$ cat src/rtl/s2m_pkg.sv
package s2m_pkg;
  typedef enum logic [2:0] {
    ERR_NONE = 3'd0,
    ERR_WRAP = 3'd1
  } err_e;
endpackage

$ cat src/rtl/s2m_edge_det.sv
module s2m_edge_det (
  input  logic clk_i,
  input  logic rst_ni,
  input  logic lvl_i,
  output logic rise_o
);
  logic prev_q;

  always_ff @(posedge clk_i or negedge rst_ni) begin
    if (!rst_ni) prev_q <= 1'b0;
    else         prev_q <= lvl_i;
  end

  assign rise_o = lvl_i & ~prev_q;
endmodule

$ cat src/rtl/s2m_addr_gen.sv
module s2m_addr_gen #(
  parameter int ADDR_W = 32,
  parameter int STEP   = 4
) (
  input  logic              clk_i,
  input  logic              rst_ni,
  input  logic              load_i,
  input  logic [ADDR_W-1:0] base_i,
  input  logic              adv_i,
  output logic [ADDR_W-1:0] addr_o,
  output logic              wrap_o
);
  localparam logic [ADDR_W:0] STEP_V = (ADDR_W+1)'(STEP);

  logic [ADDR_W-1:0] addr_q;
  logic [ADDR_W:0]   nxt;

  assign nxt    = {1'b0, addr_q} + STEP_V;
  assign wrap_o = nxt[ADDR_W];
  assign addr_o = addr_q;

  always_ff @(posedge clk_i or negedge rst_ni) begin
    if (!rst_ni)     addr_q <= '0;
    else if (load_i) addr_q <= base_i;
    else if (adv_i)  addr_q <= nxt[ADDR_W-1:0];
  end

  AST_ADDR_STEP: assert property (@(posedge clk_i) disable iff (!rst_ni)
    adv_i && !load_i |=> addr_o == $past(addr_o) + STEP_V[ADDR_W-1:0]);
  AST_ADDR_LOAD: assert property (@(posedge clk_i) disable iff (!rst_ni)
    load_i |=> addr_o == $past(base_i));
endmodule

$ cat src/rtl/s2m_len_stat.sv
module s2m_len_stat
  import s2m_pkg::*;
#(
  parameter int LEN_W  = 32,
  parameter int STRB_W = 4
) (
  input  logic              clk_i,
  input  logic              rst_ni,
  input  logic              clear_i,
  input  logic              fire_i,
  input  logic              last_i,
  input  logic [STRB_W-1:0] keep_i,
  input  logic              wrap_i,
  input  logic              err_ie_i,
  input  logic              done_ie_i,
  output logic              done_o,
  output err_e              err_o,
  output logic              err_flag_o,
  output logic              done_flag_o,
  output logic [LEN_W-1:0]  len_o
);
  logic [LEN_W-1:0] beat_bytes;
  logic             wrap_stop;

  always_comb begin
    if (last_i) begin
      beat_bytes = '0;
      for (int i = 0; i < STRB_W; i++) beat_bytes = beat_bytes + LEN_W'(keep_i[i]);
    end else begin
      beat_bytes = LEN_W'(STRB_W);
    end
  end

  assign wrap_stop = fire_i & wrap_i & ~last_i;

  always_ff @(posedge clk_i or negedge rst_ni) begin
    if (!rst_ni) begin
      done_o      <= 1'b0;
      err_o       <= ERR_NONE;
      err_flag_o  <= 1'b0;
      done_flag_o <= 1'b0;
      len_o       <= '0;
    end else if (clear_i) begin
      done_o      <= 1'b0;
      err_o       <= ERR_NONE;
      err_flag_o  <= 1'b0;
      done_flag_o <= 1'b0;
      len_o       <= '0;
    end else if (fire_i) begin
      len_o <= len_o + beat_bytes;
      if (last_i) begin
        done_o <= 1'b1;
        if (done_ie_i) done_flag_o <= 1'b1;
      end
      if (wrap_stop) begin
        err_o <= ERR_WRAP;
        if (err_ie_i) err_flag_o <= 1'b1;
      end
    end
  end

  AST_LEN_GROWS: assert property (@(posedge clk_i) disable iff (!rst_ni)
    fire_i && !clear_i |=> len_o > $past(len_o));
  AST_DONE_FLAG_EN: assert property (@(posedge clk_i) disable iff (!rst_ni)
    $rose(done_flag_o) |-> $past(done_ie_i));
  AST_ERR_FLAG_EN: assert property (@(posedge clk_i) disable iff (!rst_ni)
    $rose(err_flag_o) |-> $past(err_ie_i));
  AST_ERR_NO_DONE: assert property (@(posedge clk_i) disable iff (!rst_ni)
    err_o == ERR_WRAP |-> !done_o);
endmodule

$ cat src/rtl/s2m_capture.sv
module s2m_capture
  import s2m_pkg::*;
#(
  parameter int ADDR_W = 32,
  parameter int DATA_W = 32,
  parameter int LEN_W  = 32
) (
  input  logic                clk_i,
  input  logic                rst_ni,
  input  logic                start_i,
  input  logic                err_ie_i,
  input  logic                done_ie_i,
  input  logic [ADDR_W-1:0]   base_addr_i,
  input  logic [DATA_W-1:0]   s_tdata_i,
  input  logic [DATA_W/8-1:0] s_tkeep_i,
  input  logic                s_tlast_i,
  input  logic                s_tvalid_i,
  output logic                s_tready_o,
  output logic [ADDR_W-1:0]   wr_addr_o,
  output logic [DATA_W-1:0]   wr_data_o,
  output logic [DATA_W/8-1:0] wr_strb_o,
  output logic                wr_valid_o,
  input  logic                wr_ready_i,
  output logic [31:0]         status_o,
  output logic [LEN_W-1:0]    rx_len_o,
  output logic                irq_o
);
  localparam int STRB_W  = DATA_W / 8;
  localparam int FIELD_W = 26;

  logic start_rise, run_q, fire, wrap;
  logic done, err_flag, done_flag;
  err_e err;
  logic [LEN_W-1:0] len;

  s2m_edge_det i_edge (
    .clk_i, .rst_ni, .lvl_i(start_i), .rise_o(start_rise)
  );

  assign s_tready_o = run_q & wr_ready_i;
  assign wr_valid_o = run_q & s_tvalid_i;
  assign wr_data_o  = s_tdata_i;
  assign wr_strb_o  = s_tlast_i ? s_tkeep_i : '1;
  assign fire       = s_tvalid_i & s_tready_o;

  always_ff @(posedge clk_i or negedge rst_ni) begin
    if (!rst_ni)                       run_q <= 1'b0;
    else if (start_rise)               run_q <= 1'b1;
    else if (fire && (s_tlast_i || wrap)) run_q <= 1'b0;
  end

  s2m_addr_gen #(.ADDR_W(ADDR_W), .STEP(STRB_W)) i_addr (
    .clk_i, .rst_ni,
    .load_i(start_rise), .base_i(base_addr_i), .adv_i(fire),
    .addr_o(wr_addr_o), .wrap_o(wrap)
  );

  s2m_len_stat #(.LEN_W(LEN_W), .STRB_W(STRB_W)) i_stat (
    .clk_i, .rst_ni,
    .clear_i(start_rise), .fire_i(fire), .last_i(s_tlast_i), .keep_i(s_tkeep_i),
    .wrap_i(wrap), .err_ie_i, .done_ie_i,
    .done_o(done), .err_o(err), .err_flag_o(err_flag), .done_flag_o(done_flag),
    .len_o(len)
  );

  assign rx_len_o = len;
  assign status_o = {len[FIELD_W-1:0], done_flag, err_flag, err, done};
  assign irq_o    = done_flag | err_flag;

  AST_DONE_HALTS: assert property (@(posedge clk_i) disable iff (!rst_ni)
    done |-> !s_tready_o);
  AST_ERR_HALTS: assert property (@(posedge clk_i) disable iff (!rst_ni)
    err != ERR_NONE |-> !s_tready_o);
  AST_HELD_START: assert property (@(posedge clk_i) disable iff (!rst_ni)
    !run_q && $past(start_i) && start_i |=> !run_q);
endmodule

$ cat config.mk
export PLATFORM = sky130hd
export DESIGN_NAME = s2m_capture
export DESIGN_NICKNAME = d
export VERILOG_FILES = /design/src/rtl/s2m_pkg.sv /design/src/rtl/s2m_edge_det.sv /design/src/rtl/s2m_addr_gen.sv /design/src/rtl/s2m_len_stat.sv /design/src/rtl/s2m_capture.sv
export SDC_FILE = /design/constraint.sdc
export NUM_CORES = 1
export LEC_CHECK = 0
export ABC_AREA = 1
export BUFFER_PORTS_ARGS = -buffer_cell sky130_fd_sc_hd__clkbuf_2
export CORE_MARGIN = 2
export CORE_UTILIZATION = 41
export CTS_CLUSTER_SIZE = 40
export DETAILED_ROUTE_END_ITERATION = 16
export PLACE_DENSITY = 0.79
export SLEW_MARGIN = 20
export SYNTH_ARGS = -nofsm -noshare
export SYNTH_HDL_FRONTEND = slang
export SYNTH_HIERARCHICAL = 1
export SYNTH_SLANG_ARGS = --single-unit
$ cat constraint.sdc
create_clock -name clk_i -period 2 [get_ports clk_i]
set_input_delay 0.2 -clock clk_i [delete_from_list [all_inputs] [get_ports clk_i]]
set_output_delay 0.2 -clock clk_i [all_outputs]
set_load 0.02 [all_outputs]
==> results.md <==
* Mapped Cells at 746
* Mean Syn Cell Area at 6.97 sq um
* Power density over the cells at 728 nW/um^2
* Clk_skew at 0.00832 ns
* Required time of the critical path at roughly 2.2 ns
* Core area at between 10,000 and 15,000 sq um
* GR Util met2 at 35.7%
* Gpl congestion at 0.899
* Fillers at 1,215
* Utilization after layout at around half
* Via count of the first global-routing pass at 4,708
* Area occupied by multi-input gates at between 2000 and 3000 sq um
* Fraction of layout cells with a size suffix above 1 at 31.5%
* EDFF count, synth at 0
* IO Pins at 211
* Diode count at 0
* Maximum vdd drop at 0.000394 V
* Final hold violation count at 0
* Worst skew pair latency at 0.34 ns
* GR peak layer: met2
* Routed Antenna Nets at 0
* Ys async rst share at 100%
* P_leak at 3.25 nW
* Grt met3 use at 4.31%
* Die area at about 14,000 sq um
* Sequential share of the synthesized area at 33.7%
* CP max stage cell: fa_1
* CTS tree: built
* Synth top area cells: dfrtp_1, nand2_1, buf_4, nor2_1, nand3_1
* Reg power frac at 38.0%
* Die Span Y at 117 um
* Post-Synthesis Cell Area at 5200 sq um
* Final wirelength at 13.6 mm
* Switching pwr at 1.52 mW
* Fmax achieved at ~440 MHz
* Final min period at 2.28 ns
* Register Area at 1750 sq um
* Crit path largest cell delay at 0.48 ns
* Sw frac at 32.9%
* First-pass GRT wire length at about 22 mm
* Max Slew Vio Count at 0
* Max-cap violations at 0
* Crit start category: primary input
* Post-detailed-route wirelength per cell at 13.2 um
* TritonRoute pass-1 iters at 4
* Run status: finished with violations
* TritonCTS buffer count at 9
* Dominant cell type by area after synthesis: dfrtp_1
* Int Pwr at slightly above 3 mW
* Unrepaired setup endpoints after global routing: yes
* Initial antenna violation count at 0
* Met1 usage at 24.4%
* Critical-path cell list: buf_8, fa_1, ha_1, nand2_1, inv_1, ha_2, inv_2, fa_2, inv_2, nand3_4, nand2_4, nand2_4, nor2_4, nand3_2, nor2_2, nor2_1
* PortBufs at roughly 140
* Nets at between 900 and 1,000
* Top_reg_cell synth: dfrtp_1
* Hpwl dp at 10.2 mm
* Yosys Warn Count at 6
* Path type of the worst setup path: in2reg
* CTS clock-pin slew for the worst setup and hold paths at roughly 0.06 ns
* Final setup vio count at 29
* Synth unique cells at 40
* Initial core utilization at 41.6%
* Clock sinks at 70
* Crit share post-route at 114%
* Logic gate share of total power at about a quarter
* Die X at 117 um
* Data arrival time of the critical path at 2.51 ns
* Synth top area share at 33.7%
* Largest net degree at the start of global routing at 32
* Synth Register Bits at 70
* Fin Hold WS at 0.0641 ns
* Leading cell types by count after synthesis: nand2_1, nor2_1, inv_1, dfrtp_1, nand3_1
* DR vias/cell at 4.91
* DRC Markers at 0
* Setup crit end kind: flip-flop
* Htree depth at 3
* Hold Crit Class: in2reg
* Vias after detailed routing at 5,044
* Area Growth Syn to Fin at 21.7%
* Rows at 41
* Most numerous cell in the Yosys netlist: nand2_1
* Gr ovfl total at 0
* Failing checks: negative setup slack
* Overall routing resource usage at 20.5%
* Clock power frac at 37.8%
* Setup ws final at -0.275 ns
* Clock root buffer: clkbuf_16
* Iteration-0 DRC Markers at 334
* CTS Buffer Depth at 2
* Worst-path fanout max at 4
## path summary, 6_finish.rpt
path	startpoint	endpoint	slack (ns)	cells past startpoint
max in group asynchronous	rst_ni	i_edge/prev_q	1.10	3
min reg2reg	i_addr/addr_o[0]	i_addr/addr_o[0]	0.47	2
min in group asynchronous	rst_ni	i_stat/len_o[16]	0.32	2
max	s_tkeep_i[0]	i_stat/len_o[26]	-0.28	16
min	base_addr_i[0]	i_addr/addr_o[0]	0.06	3
max reg2reg	i_stat/len_o[0]	i_stat/len_o[26]	0.14	11
## what timing repair did
action | CTS | global route
setup endpoints to repair | 29 | 33
resized for setup | 14 | 18
endpoints found under the hold margin | 24 | 0
setup buffers | 3 | 2
hold buffers | 2 | 0
pin swaps | 15 | 11
## registers in the layout (all words and copies together), names as in the netlist
| signal | cells |
|---|---|
| i_addr/addr_o | 32 |
| i_edge/prev_q | 1 |
| i_stat/done_flag_o | 1 |
| i_stat/done_o | 1 |
| i_stat/err_flag_o | 1 |
| i_stat/err_o | 1 |
| i_stat/len_o | 32 |
| run_q | 1 |
## cells in the final DEF (no fill, tap or decap), types with 8 or more instances in the layout
cell and count:
nor2_2 13, nor2_4 17, nand2_1 196, clkbuf_2 142, nand2_2 18, inv_1 83
nand3_2 8, nor2_1 92, a22oi_1 23, buf_4 18, clkbuf_16 9, dfrtp_1 70
a21oi_1 15, nand3_1 57
## metrics by stage
stage          power (mW)  area [sq um]  cells  setup TNS, ns  setup WS [ns]
6_report             4.61          6330   1027          -5.36         -0.275
5_1_grt              4.86          6330   1027          -8.67         -0.381
4_1_cts              4.65          6250   1025          -5.28         -0.262
3_5_place_dp         2.86          5830   1004         -16.33         -0.672
3_3_place_gp         2.83          5830   1004         -14.11         -0.574
2_1_floorplan        2.54          5300    747          -7.35         -0.341
## critical path, delay by kind of cell
kind,cells,cell delay [ns]
adder cells (fa/ha/maj),4,1.29
buffers and inverters,4,0.27
AND/OR/NAND/NOR,8,0.73
## kinds of logic (layout without fill, tap and decap cells)
family	Yosys count	count (layout)	synth area share, %
AOI/OAI and AO/OA	68	68	8.16
xor gates and xnor gates	5	5	0.842
adders and majority gates	8	8	2.21
buffers and inverters	166	274	17.4
DFF	70	70	33.7
other	1	2	0.0721
and+or+nand+nor	428	428	37.6
## cell type report
class,instances,area share [%]
Multi-Input combinational cell,511,43.2
Sequential cell,70,27.7
Timing Repair Buffer,169,15.4
Inverter,89,5.32
Clock buffer,12,3.89
Tap cell,172,3.40
Clock inverter,4,1.11
## power by group through the flow
stage | Clock [mW] | Combinational [mW] | Sequential, mW
5_1_grt | 1.85 | 1.24 | 1.78
2_1_floorplan | 0 | 0.653 | 1.89
3_3_place_gp | 0 | 1.06 | 1.77
3_5_place_dp | 0 | 1.08 | 1.78
4_1_cts | 1.78 | 1.11 | 1.75
6_report | 1.74 | 1.11 | 1.75
## metal layers
layer / wire, um / share of wire (%)
met5: 0 / 0
met4: 323 / 2.4
met3: 975 / 7.2
met2: 6590 / 49
met1: 5680 / 42
(Power assumes the default switching activity.)
